--- config.mk ---
export PLATFORM = sky130hd
export DESIGN_NAME = pirq_status_resolver
export DESIGN_NICKNAME = d
export VERILOG_FILES = /design/src/rtl/pirq_pkg.sv /design/src/rtl/pirq_task_reg.sv /design/src/rtl/pirq_field_enc.sv /design/src/rtl/pirq_resolve.sv /design/src/rtl/pirq_hold_check.sv /design/src/rtl/pirq_status_resolver.sv
export SDC_FILE = /design/constraint.sdc
export NUM_CORES = 1
export LEC_CHECK = 0
export ABC_CLOCK_PERIOD_IN_PS = 2400
export BUFFER_PORTS_ARGS = -buffer_cell sky130_fd_sc_hd__buf_2
export CORE_MARGIN = 3
export CORE_UTILIZATION = 30
export CTS_BUF_LIST = sky130_fd_sc_hd__clkbuf_16
export CTS_CLUSTER_DIAMETER = 200
export DETAILED_ROUTE_END_ITERATION = 10
export SYNTH_ARGS = -nofsm -noshare
export SYNTH_HDL_FRONTEND = slang
export SYNTH_SLANG_ARGS = --single-unit
--- constraint.sdc ---
create_clock -name clk -period 2.4 [get_ports clk]
set_clock_uncertainty 0.1 [all_clocks]
set_input_delay 0.6 -clock clk [delete_from_list [all_inputs] [get_ports clk]]
set_output_delay 0.6 -clock clk [all_outputs]
set_load 0.005 [all_outputs]
--- src/rtl/pirq_pkg.sv ---
package pirq_pkg;
    localparam int GRP_W  = 2;
    localparam int IDX_W  = 6;
    localparam int ID_W   = GRP_W + IDX_W;
    localparam int STAT_W = 32;

    localparam int CRIT_VLD_BIT = 10;
    localparam int CRIT_LSB     = 8;
    localparam int MAIN_VLD_BIT = 21;
    localparam int MAIN_LSB     = 16;
    localparam int PERI_VLD_BIT = 29;
    localparam int PERI_LSB     = 24;

    localparam logic [1:0] CRIT_MARK = 2'd2;
    localparam logic [4:0] MAIN_MARK = 5'd4;
    localparam logic [4:0] TASK_CODE = 5'd0;

    typedef enum logic [GRP_W-1:0] {
        GRP_CRIT = 2'd0,
        GRP_MAIN = 2'd1,
        GRP_PERI = 2'd2,
        GRP_TASK = 2'd3
    } grp_e;

    typedef enum logic {
        ST_IDLE = 1'b0,
        ST_HOLD = 1'b1
    } state_e;

    typedef struct packed {
        logic       crit_v;
        logic [1:0] crit_c;
        logic       main_v;
        logic [4:0] main_c;
        logic       per_v;
        logic [4:0] per_c;
    } fields_t;
endpackage

--- src/rtl/pirq_task_reg.sv ---
module pirq_task_reg #(
    parameter int NUM_TASKS = 16,
    localparam int TIDX_W = (NUM_TASKS > 1) ? $clog2(NUM_TASKS) : 1
) (
    input  logic                 clk,
    input  logic                 rst_n,
    input  logic [NUM_TASKS-1:0] task_set,
    input  logic                 clr_we,
    input  logic [NUM_TASKS-1:0] clr_bits,
    input  logic                 mask_we,
    input  logic [NUM_TASKS-1:0] mask_bits,
    output logic [NUM_TASKS-1:0] active,
    output logic                 any_active,
    output logic [TIDX_W-1:0]    low_idx
);
    logic [NUM_TASKS-1:0] pend_q;
    logic [NUM_TASKS-1:0] mask_q;
    logic [NUM_TASKS-1:0] clr_eff;

    assign clr_eff = clr_we ? clr_bits : '0;

    // pending: write-one-to-clear, set pulses take precedence
    always_ff @(posedge clk or negedge rst_n) begin
        if (!rst_n) begin
            pend_q <= '0;
        end else begin
            pend_q <= (pend_q & ~clr_eff) | task_set;
        end
    end

    // mask: 1 disables, all disabled out of reset
    always_ff @(posedge clk or negedge rst_n) begin
        if (!rst_n) begin
            mask_q <= '1;
        end else if (mask_we) begin
            mask_q <= mask_bits;
        end
    end

    assign active     = pend_q & ~mask_q;
    assign any_active = |active;

    // lowest-numbered active task
    always_comb begin
        low_idx = '0;
        for (int i = NUM_TASKS - 1; i >= 0; i--) begin
            if (active[i]) begin
                low_idx = TIDX_W'(i);
            end
        end
    end

    AST_W1C_CLEARS: assert property (@(posedge clk) disable iff (!rst_n)
        clr_we |=> ((pend_q & $past(clr_bits & ~task_set)) == '0))
        else $error("pending bit survived a clear");

    AST_SET_WINS: assert property (@(posedge clk) disable iff (!rst_n)
        (task_set != '0) |=> ((pend_q & $past(task_set)) == $past(task_set)))
        else $error("set pulse lost");
endmodule

--- src/rtl/pirq_field_enc.sv ---
module pirq_field_enc
    import pirq_pkg::*;
(
    input  logic              crit_req,
    input  logic [1:0]        crit_code,
    input  logic              main_req,
    input  logic [4:0]        main_code,
    input  logic              per_req,
    input  logic [4:0]        per_code,
    input  logic [1:0]        per_boost,
    input  logic              task_any,
    output fields_t           fld,
    output logic [STAT_W-1:0] status
);
    logic per_live;
    logic promo_hi;
    logic promo_lo;

    assign per_live = task_any | (per_req && (per_code != TASK_CODE));
    assign promo_hi = per_live && per_boost[1];
    assign promo_lo = per_live && (per_boost == 2'b01);

    always_comb begin
        fld        = '0;
        fld.per_v  = per_live;
        fld.per_c  = task_any ? TASK_CODE : per_code;
        fld.crit_v = crit_req | promo_hi;
        fld.crit_c = crit_req ? crit_code : CRIT_MARK;
        fld.main_v = main_req | promo_lo;
        fld.main_c = main_req ? main_code : MAIN_MARK;
    end

    always_comb begin
        status                            = '0;
        status[CRIT_VLD_BIT]              = fld.crit_v;
        status[CRIT_LSB +: 2]             = fld.crit_v ? fld.crit_c : 2'd0;
        status[MAIN_VLD_BIT]              = fld.main_v;
        status[MAIN_LSB +: 5]             = fld.main_v ? fld.main_c : 5'd0;
        status[PERI_VLD_BIT]              = fld.per_v;
        status[PERI_LSB +: 5]             = fld.per_v ? fld.per_c : 5'd0;
    end
endmodule

--- src/rtl/pirq_resolve.sv ---
module pirq_resolve
    import pirq_pkg::*;
#(
    parameter int NUM_TASKS = 16,
    localparam int TIDX_W = (NUM_TASKS > 1) ? $clog2(NUM_TASKS) : 1
) (
    input  fields_t           fld,
    input  logic [TIDX_W-1:0] task_low,
    output logic              hit,
    output logic [ID_W-1:0]   id
);
    logic [ID_W-1:0] per_id;

    always_comb begin
        if (fld.per_c == TASK_CODE) begin
            per_id = {GRP_TASK, IDX_W'(task_low)};
        end else begin
            per_id = {GRP_PERI, IDX_W'(fld.per_c)};
        end
    end

    always_comb begin
        hit = 1'b1;
        id  = '0;
        if (fld.crit_v && (fld.crit_c != CRIT_MARK)) begin
            id = {GRP_CRIT, IDX_W'(fld.crit_c)};
        end else if (fld.crit_v && fld.per_v) begin
            id = per_id;
        end else if (fld.main_v && (fld.main_c != MAIN_MARK)) begin
            id = {GRP_MAIN, IDX_W'(fld.main_c)};
        end else if (fld.main_v && fld.per_v) begin
            id = per_id;
        end else if (fld.per_v) begin
            id = per_id;
        end else begin
            hit = 1'b0;
        end
    end
endmodule

--- src/rtl/pirq_hold_check.sv ---
module pirq_hold_check
    import pirq_pkg::*;
#(
    parameter int NUM_TASKS = 16,
    localparam int TIDX_W = (NUM_TASKS > 1) ? $clog2(NUM_TASKS) : 1
) (
    input  fields_t              fld,
    input  logic [NUM_TASKS-1:0] active,
    input  logic [ID_W-1:0]      held_id,
    output logic                 live
);
    grp_e             grp;
    logic [IDX_W-1:0] idx;

    assign grp = grp_e'(held_id[ID_W-1 -: GRP_W]);
    assign idx = held_id[IDX_W-1:0];

    always_comb begin
        live = 1'b0;
        unique case (grp)
            GRP_CRIT: live = fld.crit_v && (fld.crit_c != CRIT_MARK)
                             && (idx == IDX_W'(fld.crit_c));
            GRP_MAIN: live = fld.main_v && (fld.main_c != MAIN_MARK)
                             && (idx == IDX_W'(fld.main_c));
            GRP_PERI: live = fld.per_v && (fld.per_c != TASK_CODE)
                             && (idx == IDX_W'(fld.per_c));
            GRP_TASK: live = (int'(idx) < NUM_TASKS) && active[idx[TIDX_W-1:0]];
            default:  live = 1'b0;
        endcase
    end
endmodule

--- src/rtl/pirq_status_resolver.sv ---
module pirq_status_resolver
    import pirq_pkg::*;
#(
    parameter int NUM_TASKS = 16
) (
    input  logic                 clk,
    input  logic                 rst_n,
    input  logic                 crit_req,
    input  logic [1:0]           crit_code,
    input  logic                 main_req,
    input  logic [4:0]           main_code,
    input  logic                 per_req,
    input  logic [4:0]           per_code,
    input  logic [1:0]           per_boost,
    input  logic [NUM_TASKS-1:0] task_set,
    input  logic                 task_clr_we,
    input  logic [NUM_TASKS-1:0] task_clr_bits,
    input  logic                 task_mask_we,
    input  logic [NUM_TASKS-1:0] task_mask_bits,
    output logic [31:0]          status_word,
    output logic                 irq_valid,
    output logic [7:0]           irq_id
);
    localparam int TIDX_W = (NUM_TASKS > 1) ? $clog2(NUM_TASKS) : 1;

    logic [NUM_TASKS-1:0] active;
    logic                 any_active;
    logic [TIDX_W-1:0]    low_idx;
    fields_t              fld;
    logic                 res_hit;
    logic [ID_W-1:0]      res_id;
    logic                 live;
    state_e               state_q, state_d;
    logic [ID_W-1:0]      id_q;

    pirq_task_reg #(.NUM_TASKS(NUM_TASKS)) u_tasks (
        .clk        (clk),
        .rst_n      (rst_n),
        .task_set   (task_set),
        .clr_we     (task_clr_we),
        .clr_bits   (task_clr_bits),
        .mask_we    (task_mask_we),
        .mask_bits  (task_mask_bits),
        .active     (active),
        .any_active (any_active),
        .low_idx    (low_idx)
    );

    pirq_field_enc u_enc (
        .crit_req  (crit_req),
        .crit_code (crit_code),
        .main_req  (main_req),
        .main_code (main_code),
        .per_req   (per_req),
        .per_code  (per_code),
        .per_boost (per_boost),
        .task_any  (any_active),
        .fld       (fld),
        .status    (status_word)
    );

    pirq_resolve #(.NUM_TASKS(NUM_TASKS)) u_res (
        .fld      (fld),
        .task_low (low_idx),
        .hit      (res_hit),
        .id       (res_id)
    );

    pirq_hold_check #(.NUM_TASKS(NUM_TASKS)) u_hold (
        .fld     (fld),
        .active  (active),
        .held_id (id_q),
        .live    (live)
    );

    // next-state: T_WAIT, T_GRANT, T_KEEP, T_RELEASE
    always_comb begin
        state_d = state_q;
        unique case (state_q)
            ST_IDLE: state_d = res_hit ? ST_HOLD : ST_IDLE;
            ST_HOLD: state_d = live ? ST_HOLD : ST_IDLE;
            default: state_d = ST_IDLE;
        endcase
    end

    always_ff @(posedge clk or negedge rst_n) begin
        if (!rst_n) begin
            state_q <= ST_IDLE;
        end else begin
            state_q <= state_d;
        end
    end

    // registered identifier
    always_ff @(posedge clk or negedge rst_n) begin
        if (!rst_n) begin
            id_q <= '0;
        end else begin
            unique case (state_q)
                ST_IDLE: id_q <= res_hit ? res_id : '0;
                ST_HOLD: id_q <= live ? id_q : '0;
                default: id_q <= '0;
            endcase
        end
    end

    assign irq_valid = (state_q == ST_HOLD);
    assign irq_id    = id_q;

    AST_HOLD_ID_STABLE: assert property (@(posedge clk) disable iff (!rst_n)
        (irq_valid && $past(irq_valid)) |-> $stable(irq_id))
        else $error("identifier moved while held");

    AST_CRIT_FIRST: assert property (@(posedge clk) disable iff (!rst_n)
        ((state_q == ST_IDLE) && status_word[10] && (status_word[9:8] != 2'd2))
        |=> (irq_valid && (irq_id[7:6] == 2'd0)))
        else $error("critical field not resolved first");

    AST_NO_REQ_NO_VALID: assert property (@(posedge clk) disable iff (!rst_n)
        ((state_q == ST_IDLE) && !status_word[10] && !status_word[21] && !status_word[29])
        |=> (!irq_valid && (irq_id == 8'd0)))
        else $error("valid raised with empty status");

    AST_TASK_CODE_ZERO: assert property (@(posedge clk) disable iff (!rst_n)
        (active != '0) |-> (status_word[29] && (status_word[28:24] == 5'd0)))
        else $error("active task not shown as peripheral code 0");
endmodule

==> flow_summary.ini <==
[clock_tree]
cts.path.max_buffers = 2
clk_latency_ns = 0.28
htreeDepth = 2
cts-root-buf = clkbuf_16
cts_made_buffers = 5
tritoncts = done
cts.sinks = 40
clkSlewWorstSetupHoldPaths_ns = 0.06

[timing]
hold_viol_final = 0
rsz0062_at_grt = yes
slew_headroom = 0.596
setup_slack_ns = -0.547
fin_crit_ns = 2.95
slew_violations = 0
setup_viol = 18
finalCritPeriodShare = 1.23
worst_pin_slew_ns = 0.601
fmax_mhz = 339
hold_slack_ns = 0.268

[floorplanning]
die_w_um = 99.3
num_rows = 33
ioPinCount = 110
start_util = 0.313
die_h_um = 99.3
core_area_um2 = 8340
die_area_um2 = 9870

[yosys]
synth_top_area_share = 0.230
synth_flop_cell = dfrtp_1
yosysTopAreaCell = dfrtp_1
syn_inst = 270
yosys-top-cells-area = dfrtp_1, dfstp_2, mux2_2
yosys_register_bits = 40
synth.cell_area_um2 = 2610
avgSynthCellArea_um2 = 9.68
synth_warnings = 0
synthTopCellsByCount = dfrtp_1, nand2_1, buf_4
yosysSeqAreaShare = 0.391
synth_cell_types = 57
synthArstFlopShare = 1.00
synth_edf_count = 0
synth_most_common_cell = dfrtp_1

[global_route]
antenna_found_initial = 0
grt_max_degree = 41
grt.total_usage = 0.148
first_global_vias = 2490
globalRouteOverflowTotal = 0
grt_pass1_wl_mm = 11.8

[setup_path]
cp_top_family = simple AND/OR/NAND/NOR gates
endpoint_kind = output port
critical_path_cell_count = 7
r2r_cells = 11
path_max_fanout = 3
cp_slowest_cell = dfstp_2
timing.critical_path.buf_inv = 1
slowest_delay_ns = 0.54
path_class = reg2out
critPathArrivalTime_ns = 2.25
crit_chain = nor2b_2, or4_4, and4b_2, nand2_4, a21o_1, and2_4, buf_6
critPathRequiredTime_ns = 1.70
worst_setup_path_start_kind = flop

[place]
dpl.hpwl_mm = 5.95
dp_slack_ns = -0.352
place_congestion = 0.849
portBuffers = 91

[final_layout]
antennaDiodeCount = 0
final_core_utilization = 0.461
drive_above_1_share = 0.520
fin_nets = 485
syn_to_final_growth_pct = 47.1

[run_status]
status = finished with violations
violations = setup timing

[detailed_routing]
post_drt_wl_per_cell_um = 14.3
met2WireLength_mm = 3.50
drt.antenna.violating_nets = 0
drtPass1Iterations = 5
vias = 2540
drtIter0Drc = 76
drt-total-wl_mm = 7.47
met1Wirelength_mm = 3.28
route.met3.wl_um = 561
top_layer_used = met4
via_per_inst = 4.87
drc_errors = 0

[power_and_ir_drop]
p_per_area_nw_per_um2 = 713
irDropWorstVdd_mv = 0.382
p_leak_nw = 1.84

[run]
drv_cap = 0

[hold_path]
min-delay-path-class = in2async
[flip-flops by register name, indices dropped and copies added (netlist names)]
register        count
irq_id              7
u_tasks.pend_q     16
u_tasks.mask_q     16
irq_valid           1
[power by group]
| part | leakage [nW] | internal, mW | total, mW | switching (mW) |
|---|---|---|---|---|
| clock network | 0.104 | 0.701 | 0.972 | 0.271 |
| logic | 1.30 | 0.467 | 0.907 | 0.440 |
| registers | 0.432 | 0.784 | 0.862 | 0.0787 |
[through the flow]
step           cells  power [mW]  instance area (µm²)  setup TNS [ns]
2_1_floorplan    287        1.34                 2690          -0.895
3_5_place_dp     506        1.72                 3470           -2.49
3_3_place_gp     506        1.71                 3470           -2.31
6_report         522        2.74                 3840           -6.70
4_1_cts          516        2.72                 3720           -4.90
5_1_grt          522        2.89                 3840           -7.92
[logic make-up after synthesis]
logic type,synth area share
multiplexers,0.111
buffers and inverters,0.0924
flip-flops,0.391
XOR/XNOR,0.0335
other,0.00143
AO/OA/AOI/OAI,0.181
AND/OR/NAND/NOR,0.190
[layer usage]
metal	up-vias	track usage
met2	120	0.249
met4	0	0.0494
met3	11	0.0266
li1	1233	-
met5	-	0
met1	1176	0.191
[path summary, 6_finish.rpt]
path	startpoint	to	slack (ns)
setup / recovery	u_tasks.mask_q[14]	status_word[9]	-0.55
hold / removal	rst_n	u_tasks.pend_q[10]	0.27
setup reg to reg	u_tasks.mask_q[14]	irq_id[2]	-0.26
hold reg to reg	u_tasks.pend_q[0]	u_tasks.pend_q[0]	0.37
max in group asynchronous	rst_n	u_tasks.mask_q[3]	1.54
min in group clk	u_tasks.pend_q[0]	u_tasks.pend_q[0]	0.37
[cell usage in the layout, fill, tap and decap left out, types with 2 or more instances in the layout]
cell type,Yosys,routed
a31oi_1,3,2
o21ai_0,7,5
nand4_1,2,2
o31ai_1,3,3
nand2b_1,6,5
mux2_2,16,16
xnor2_1,6,6
mux4_2,4,4
or4_1,2,2
nand3_1,5,5
inv_1,13,13
nor2_1,9,9
buf_6,1,5
o21ai_2,1,2
mux2i_1,2,2
bufinv_16,0,3
o211ai_1,2,2
a21boi_0,2,2
clkbuf_16,0,5
nor4_1,8,7
o22ai_2,0,4
a221oi_1,2,2
a21oi_1,6,6
xor2_1,4,4
and3_1,6,6
nor2b_1,16,15
nand2_1,23,23
buf_4,19,57
a2bb2oi_2,0,2
dfrtp_1,24,24
and2_1,4,3
o21a_1,2,2
o32ai_1,2,2
a21o_1,17,17
dfstp_2,16,16
conb_1,1,18
buf_2,0,89
[area by class of cell]
cell class              instances  area (µm²)
fillers                       804        4500
flip-flops and latches         40        1020
well taps                     105         131
multi-input cells             204        1500
clock buffers                   5         125
clock inverters                 3        90.1
repair buffers                151         930
inverters                      14        52.6
[repair_timing]
item                       CTS  global route
pin swaps                    2             7
buffers inserted             2             6
hold endpoints to repair     0             0
resized for setup            4            19
setup endpoints to repair   16            17
hold buffers                 0             0
(Power assumes the default switching activity.)
